### src/rtl/btb_pkg.sv
package btb_pkg;
  typedef enum logic [1:0] {
    OUT_CLEAN    = 2'd0,
    OUT_MISFETCH = 2'd1,
    OUT_MISPRED  = 2'd2
  } outcome_e;

  typedef enum logic [1:0] {
    CMD_NONE     = 2'd0,
    CMD_ALLOC    = 2'd1,
    CMD_RETARGET = 2'd2,
    CMD_DROP     = 2'd3
  } cmd_e;
endpackage

### src/rtl/btb_store.sv
module btb_store
  import btb_pkg::*;
#(
  parameter int PC_W  = 32,
  parameter int IDX_W = 4,
  parameter int OFS_W = 2,
  parameter int NRD   = 2
) (
  input  logic                      clk,
  input  logic                      rst_n,
  input  logic [NRD-1:0][PC_W-1:0]  rd_pc,
  output logic [NRD-1:0]            rd_hit,
  output logic [NRD-1:0][PC_W-1:0]  rd_tgt,
  input  cmd_e                      wr_cmd,
  input  logic [PC_W-1:0]           wr_pc,
  input  logic [PC_W-1:0]           wr_tgt
);
  localparam int DEPTH = 1 << IDX_W;
  localparam int TAG_W = PC_W - IDX_W - OFS_W;

  logic [DEPTH-1:0] vld_q;
  logic [TAG_W-1:0] tag_q [DEPTH];
  logic [PC_W-1:0]  tgt_q [DEPTH];

  logic [IDX_W-1:0] wr_idx;
  logic [TAG_W-1:0] wr_tag;
  assign wr_idx = wr_pc[OFS_W +: IDX_W];
  assign wr_tag = wr_pc[PC_W-1 -: TAG_W];

  // valid flags: the only state that reset touches
  always_ff @(posedge clk or negedge rst_n) begin
    if (!rst_n) begin
      vld_q <= '0;
    end else begin
      case (wr_cmd)
        CMD_ALLOC, CMD_RETARGET: vld_q[wr_idx] <= 1'b1;
        CMD_DROP:                vld_q[wr_idx] <= 1'b0;
        default: ;
      endcase
    end
  end

  // tag and target payload
  always_ff @(posedge clk) begin
    if (wr_cmd == CMD_ALLOC) tag_q[wr_idx] <= wr_tag;
    if (wr_cmd == CMD_ALLOC || wr_cmd == CMD_RETARGET) tgt_q[wr_idx] <= wr_tgt;
  end

  // combinational read ports, no bypass of the pending write
  for (genvar p = 0; p < NRD; p++) begin : g_rd
    logic [IDX_W-1:0] r_idx;
    logic [TAG_W-1:0] r_tag;
    logic             r_hit;
    assign r_idx     = rd_pc[p][OFS_W +: IDX_W];
    assign r_tag     = rd_pc[p][PC_W-1 -: TAG_W];
    assign r_hit     = vld_q[r_idx] && (tag_q[r_idx] == r_tag);
    assign rd_hit[p] = r_hit;
    assign rd_tgt[p] = r_hit ? tgt_q[r_idx] : '0;
  end

  AST_RESET_EMPTY: assert property (@(posedge clk) !rst_n |-> (vld_q == '0));
  AST_DROP_CLEARS: assert property (@(posedge clk) disable iff (!rst_n)
    (wr_cmd == CMD_DROP) |=> !vld_q[$past(wr_idx)]);
  AST_ALLOC_SETS: assert property (@(posedge clk) disable iff (!rst_n)
    (wr_cmd == CMD_ALLOC) |=> vld_q[$past(wr_idx)]);
endmodule

### src/rtl/btb_judge.sv
module btb_judge
  import btb_pkg::*;
#(
  parameter int PC_W         = 32,
  parameter int PEN_W        = 2,
  parameter int PEN_MISFETCH = 1,
  parameter int PEN_MISPRED  = 2
) (
  input  logic             clk,
  input  logic             rst_n,
  input  logic             rs_valid,
  input  logic             rs_taken,
  input  logic [PC_W-1:0]  rs_target,
  input  logic             ent_hit,
  input  logic [PC_W-1:0]  ent_tgt,
  output cmd_e             cmd,
  output outcome_e         outcome,
  output logic [PEN_W-1:0] cycles
);
  always_comb begin
    cmd     = CMD_NONE;
    outcome = OUT_CLEAN;
    if (ent_hit) begin
      if (!rs_taken) begin
        cmd     = CMD_DROP;
        outcome = OUT_MISPRED;
      end else if (ent_tgt != rs_target) begin
        cmd     = CMD_RETARGET;
        outcome = OUT_MISPRED;
      end
    end else if (rs_taken) begin
      cmd     = CMD_ALLOC;
      outcome = OUT_MISFETCH;
    end
    if (!rs_valid) begin
      cmd     = CMD_NONE;
      outcome = OUT_CLEAN;
    end
  end

  always_comb begin
    case (outcome)
      OUT_MISFETCH: cycles = PEN_W'(PEN_MISFETCH);
      OUT_MISPRED:  cycles = PEN_W'(PEN_MISPRED);
      default:      cycles = '0;
    endcase
  end

  AST_ALLOC_ONLY_ON_MISS: assert property (@(posedge clk) disable iff (!rst_n)
    (cmd == CMD_ALLOC) |-> (!ent_hit && rs_taken));
  AST_NOTTAKEN_MISS_QUIET: assert property (@(posedge clk) disable iff (!rst_n)
    (rs_valid && !rs_taken && !ent_hit) |-> (cmd == CMD_NONE));
endmodule

### src/rtl/btb_report.sv
module btb_report
  import btb_pkg::*;
#(
  parameter int PEN_W = 2
) (
  input  logic             clk,
  input  logic             rst_n,
  input  logic             in_valid,
  input  outcome_e         in_outcome,
  input  logic [PEN_W-1:0] in_cycles,
  output logic             pen_valid,
  output logic [1:0]       pen_outcome,
  output logic [PEN_W-1:0] pen_cycles
);
  always_ff @(posedge clk or negedge rst_n) begin
    if (!rst_n) begin
      pen_valid   <= 1'b0;
      pen_outcome <= '0;
      pen_cycles  <= '0;
    end else begin
      pen_valid   <= in_valid;
      pen_outcome <= in_valid ? in_outcome : OUT_CLEAN;
      pen_cycles  <= in_valid ? in_cycles : '0;
    end
  end

  AST_IDLE_ZERO: assert property (@(posedge clk) disable iff (!rst_n)
    !pen_valid |-> (pen_outcome == 2'd0 && pen_cycles == '0));
endmodule

### src/rtl/btb_top.sv
module btb_top
  import btb_pkg::*;
#(
  parameter int PC_W         = 32,
  parameter int IDX_W        = 4,
  parameter int OFS_W        = 2,
  parameter int PEN_W        = 2,
  parameter int PEN_MISFETCH = 1,
  parameter int PEN_MISPRED  = 2
) (
  input  logic             clk,
  input  logic             rst_n,
  input  logic [PC_W-1:0]  lk_pc,
  output logic             lk_hit,
  output logic [PC_W-1:0]  lk_target,
  input  logic             rs_valid,
  output logic             rs_ready,
  input  logic [PC_W-1:0]  rs_pc,
  input  logic             rs_taken,
  input  logic [PC_W-1:0]  rs_target,
  output logic             pen_valid,
  output logic [1:0]       pen_outcome,
  output logic [PEN_W-1:0] pen_cycles
);
  localparam int NRD = 2;

  logic [NRD-1:0][PC_W-1:0] rd_pc;
  logic [NRD-1:0]           rd_hit;
  logic [NRD-1:0][PC_W-1:0] rd_tgt;
  cmd_e                     cmd;
  outcome_e                 outcome;
  logic [PEN_W-1:0]         cycles;
  logic                     acc;

  assign rs_ready = 1'b1;
  assign acc      = rs_valid && rs_ready;
  assign rd_pc    = {rs_pc, lk_pc};
  assign lk_hit    = rd_hit[0];
  assign lk_target = rd_tgt[0];

  btb_store #(.PC_W(PC_W), .IDX_W(IDX_W), .OFS_W(OFS_W), .NRD(NRD)) u_store (
    .clk(clk), .rst_n(rst_n), .rd_pc(rd_pc), .rd_hit(rd_hit), .rd_tgt(rd_tgt),
    .wr_cmd(cmd), .wr_pc(rs_pc), .wr_tgt(rs_target)
  );

  btb_judge #(.PC_W(PC_W), .PEN_W(PEN_W), .PEN_MISFETCH(PEN_MISFETCH),
              .PEN_MISPRED(PEN_MISPRED)) u_judge (
    .clk(clk), .rst_n(rst_n), .rs_valid(acc), .rs_taken(rs_taken),
    .rs_target(rs_target), .ent_hit(rd_hit[1]), .ent_tgt(rd_tgt[1]),
    .cmd(cmd), .outcome(outcome), .cycles(cycles)
  );

  btb_report #(.PEN_W(PEN_W)) u_report (
    .clk(clk), .rst_n(rst_n), .in_valid(acc), .in_outcome(outcome),
    .in_cycles(cycles), .pen_valid(pen_valid), .pen_outcome(pen_outcome),
    .pen_cycles(pen_cycles)
  );

  AST_TAKEN_INSTALLS: assert property (@(posedge clk) disable iff (!rst_n)
    (rs_valid && rs_taken) |=>
      (lk_pc != $past(rs_pc) || (lk_hit && lk_target == $past(rs_target))));
  AST_NOTTAKEN_ABSENT: assert property (@(posedge clk) disable iff (!rst_n)
    (rs_valid && !rs_taken) |=> (lk_pc != $past(rs_pc) || !lk_hit));
  AST_PEN_FOLLOWS: assert property (@(posedge clk) disable iff (!rst_n)
    rs_valid |=> pen_valid);
  AST_PEN_ONLY_AFTER_BEAT: assert property (@(posedge clk) disable iff (!rst_n)
    !rs_valid |=> !pen_valid);
  AST_CLEAN_IS_FREE: assert property (@(posedge clk) disable iff (!rst_n)
    (pen_valid && pen_outcome == 2'd0) |-> (pen_cycles == '0));
  AST_MISS_TARGET_ZERO: assert property (@(posedge clk) disable iff (!rst_n)
    !lk_hit |-> (lk_target == '0));
endmodule

### config.mk
export PLATFORM = sky130hd
export DESIGN_NAME = btb_top
export DESIGN_NICKNAME = d
export VERILOG_FILES = /design/src/rtl/btb_pkg.sv /design/src/rtl/btb_store.sv /design/src/rtl/btb_judge.sv /design/src/rtl/btb_report.sv /design/src/rtl/btb_top.sv
export SDC_FILE = /design/constraint.sdc
export NUM_CORES = 1
export LEC_CHECK = 0
export ABC_AREA = 0
export BUFFER_PORTS_ARGS = -buffer_cell sky130_fd_sc_hd__buf_2
export CORE_ASPECT_RATIO = 1.1
export CORE_MARGIN = 1
export CORE_UTILIZATION = 30
export DETAILED_ROUTE_END_ITERATION = 8
export HOLD_SLACK_MARGIN = 0.05
export PLACE_DENSITY = 0.42
export SKIP_CTS_REPAIR_TIMING = 1
export SYNTH_ARGS = -nofsm -noshare
export SYNTH_HDL_FRONTEND = slang
export SYNTH_SLANG_ARGS = --single-unit
### constraint.sdc
create_clock -name clk -period 22 [get_ports clk]
set_clock_uncertainty 0.2 [all_clocks]
set_input_delay 4.4 -clock clk [delete_from_list [all_inputs] [get_ports clk]]
set_output_delay 4.4 -clock clk [all_outputs]
set_load 0.03 [all_outputs]
==> run metrics <==
max_slew headroom=between 20% and 30%; Syn. warnings=0; post-synth top area share=61.5%; period utilization=~64%; worst skew pair latency=around 0.75 ns; WS Path Type=in -> out; MaxCap Viol Count=0; Worst setup SP type=input pin; CTS tree=yes; antenna violations before repair=23; clk slew on worst S/H paths=0.06 ns; clock sinks=between 900 and 1000; Die Span Y=~400 um; actual slew at the worst max-slew pin=approximately 1.2 ns; number of global-route vias before repair=~27000; critical path arrival=around 9.4 ns; Post-synth EDFFs=approximately 930; CTS buffer count=109; RD Place Congestion=approximately 0.79; Main synth FF type=edfxtp_1; crit path launch=lk_pc[2]; Lkg Pwr=approximately 17 nW; mean routed wirelength per cell=between 30 and 40 um; Total Nets Final=around 2500; top cells by area, synth=edfxtp_1, mux4_2, mux2i_1; #FFs+latches synth=between 900 and 1000; crit-path max FO=between 60 and 70; DR vias=24787; P&R area growth vs syn=14.7%; htree depth=3; final hold violations=0; Pwr Total=0.00421 W; Mapped Cells=about 2300; DRC Markers=0; Critical Path RT=17.40 ns; layout cells sized above 1=between 30% and 40%; Initial Util=a little under a third; clock period minus worst slack=14.04 ns; # IOs=139; drt pass-1 iters=5; endpoint type of the worst setup path=output port; core outline area=roughly 150000 um2; Fmax achieved=just over 0.07 GHz; RSZ-0062 raised after global routing=false; drt total wl=~150 mm; final worst slack=7.96 ns; status=finished, final reports clean; GRT Overall Usage=between 10% and 20%; Post-Place Setup Slack=~7.6 ns; Setup-failing EPs final=0; post-DP HPWL=87.1 mm; IO buf count=133; Power Dens Cells=just over 80 nW/um2; Synth area leader=edfxtp_1; sequential share of the synthesized area=about 63%; first-pass GRT wire length=about 210 mm; CTS max path bufs=3; # fillers=14140; Die Width=between 300 and 400 um; Cell Area, Synth=45300 um2; Cell variety after synth=just under 80; via/cell ratio=approximately 5.5; largest net degree at the start of global routing=just under 100; die area=153000 um2; top-count cell post-synth=edfxtp_1; row count=149; post-route ant nets=0; Hold Crit Class=reg -> reg; grt ovf=0; clk root buf=clkbuf_16; Syn Area/Cell=19.9 um2; syn nets=around 2400; fraction of registers with async set/reset=2.21%; drt initial violations=~2300; hold slack final=around 0.32 ns; most frequent cells after synthesis=edfxtp_1, mux4_2, mux2i_1, clkbuf_1, nor2_1; Slew Viols, Final=0; Worst VDD drop=slightly above 0.07 mV; Reg-to-Reg Start=u_store.tag_q[5][20]; Setup TNS Final=0 ns
area by class of cell:
type	instances	area, um2	area share [%]
clock inverter	81	744	1.43
clock buffer	124	2810	5.39
multi-input combinational	1137	16200	31.2
timing repair buffer	203	1250	2.40
sequential	949	28400	54.6
antenna	5	12.5	0.0241
tap	1963	2460	4.72
inverter	27	101	0.195
registers in the layout (all words and copies together), names as in the netlist, named ones only:
| name | count |
|---|---|
| u_report.pen_outcome | 2 |
| u_report.pen_valid | 1 |
| u_store.tag_q | 416 |
| u_report.pen_cycles | 2 |
| u_store.tgt_q | 512 |
cell usage in the layout (no fill, tap or decap), types with 20 or more instances in the layout:
master	count
edfxtp_1	928
mux4_2	507
mux2i_1	127
buf_2	125
clkbuf_16	110
buf_4	72
nand2_1	51
xnor2_1	50
and3_1	38
nor2_1	36
a21oi_1	34
clkinv_1	33
a22oi_1	28
clkinv_2	26
inv_1	25
nor3_1	22
dfrtp_1	21
nor2_4	20
cell families (layout without fill, tap and decap cells):
group | Yosys count | count (layout) | synth area share (%)
AOI/OAI and AO/OA | 159 | 159 | 2.53
xor gates and xnor gates | 65 | 65 | 1.26
adders and majority gates | 4 | 4 | 0.110
buffers and inverters | 192 | 435 | 2.05
DFF | 949 | 949 | 62.6
muxes | 649 | 649 | 28.5
other | 1 | 6 | 0.00827
and+or+nand+nor | 259 | 259 | 2.93
power breakdown:
part / internal, W / leakage (nW) / switching [W]
Combinational: 0.000160 / 6.23 / 0.000216
Clock: 0.00103 / 1.72 / 0.000770
Sequential: 0.00201 / 8.61 / 0.0000141
routing by layer:
layer,up-vias,global-route usage [%],share of wire (%)
met3,183,3.16,5.3
met5,-,0,0.072
li1,10158,-,-
met4,18,4.60,1.9
met1,13640,25.0,42
met2,788,33.8,51
final timing paths:
kind	slack (ns)	end	depth (start not counted)
setup / recovery	7.96	lk_target[0]	10
hold / removal	0.32	register	2
setup reg to reg	14.11	u_store.tgt_q[4][15]	17
hold reg to reg	0.32	register	2
max in group asynchronous	17.72	u_report.pen_cycles[1]	1
min in group asynchronous	3.48	asynchronous set/reset pin	1
worst max-delay path, cell delays in order:
cell and delay, ns:
buf_8 0.59, buf_4 0.86, mux4_2 0.61, mux4_2 0.58, xnor2_1 0.25, nand4_1 0.48
nor3_2 0.31, buf_4 0.48, and3_1 0.48, buf_2 0.27
stage by stage:
| stage | instances | utilization (%) | area (um2) |
|---|---|---|---|
| after floorplan | 2278 | - | 45300 |
| after global placement | 4279 | 32.3 | 48400 |
| after detailed placement | 4279 | 32.3 | 48400 |
| after CTS | 4484 | 34.7 | 52000 |
| after global routing | 4484 | 34.7 | 52000 |
| final | 4489 | 34.7 | 52000 |
(Power assumes the default switching activity.)
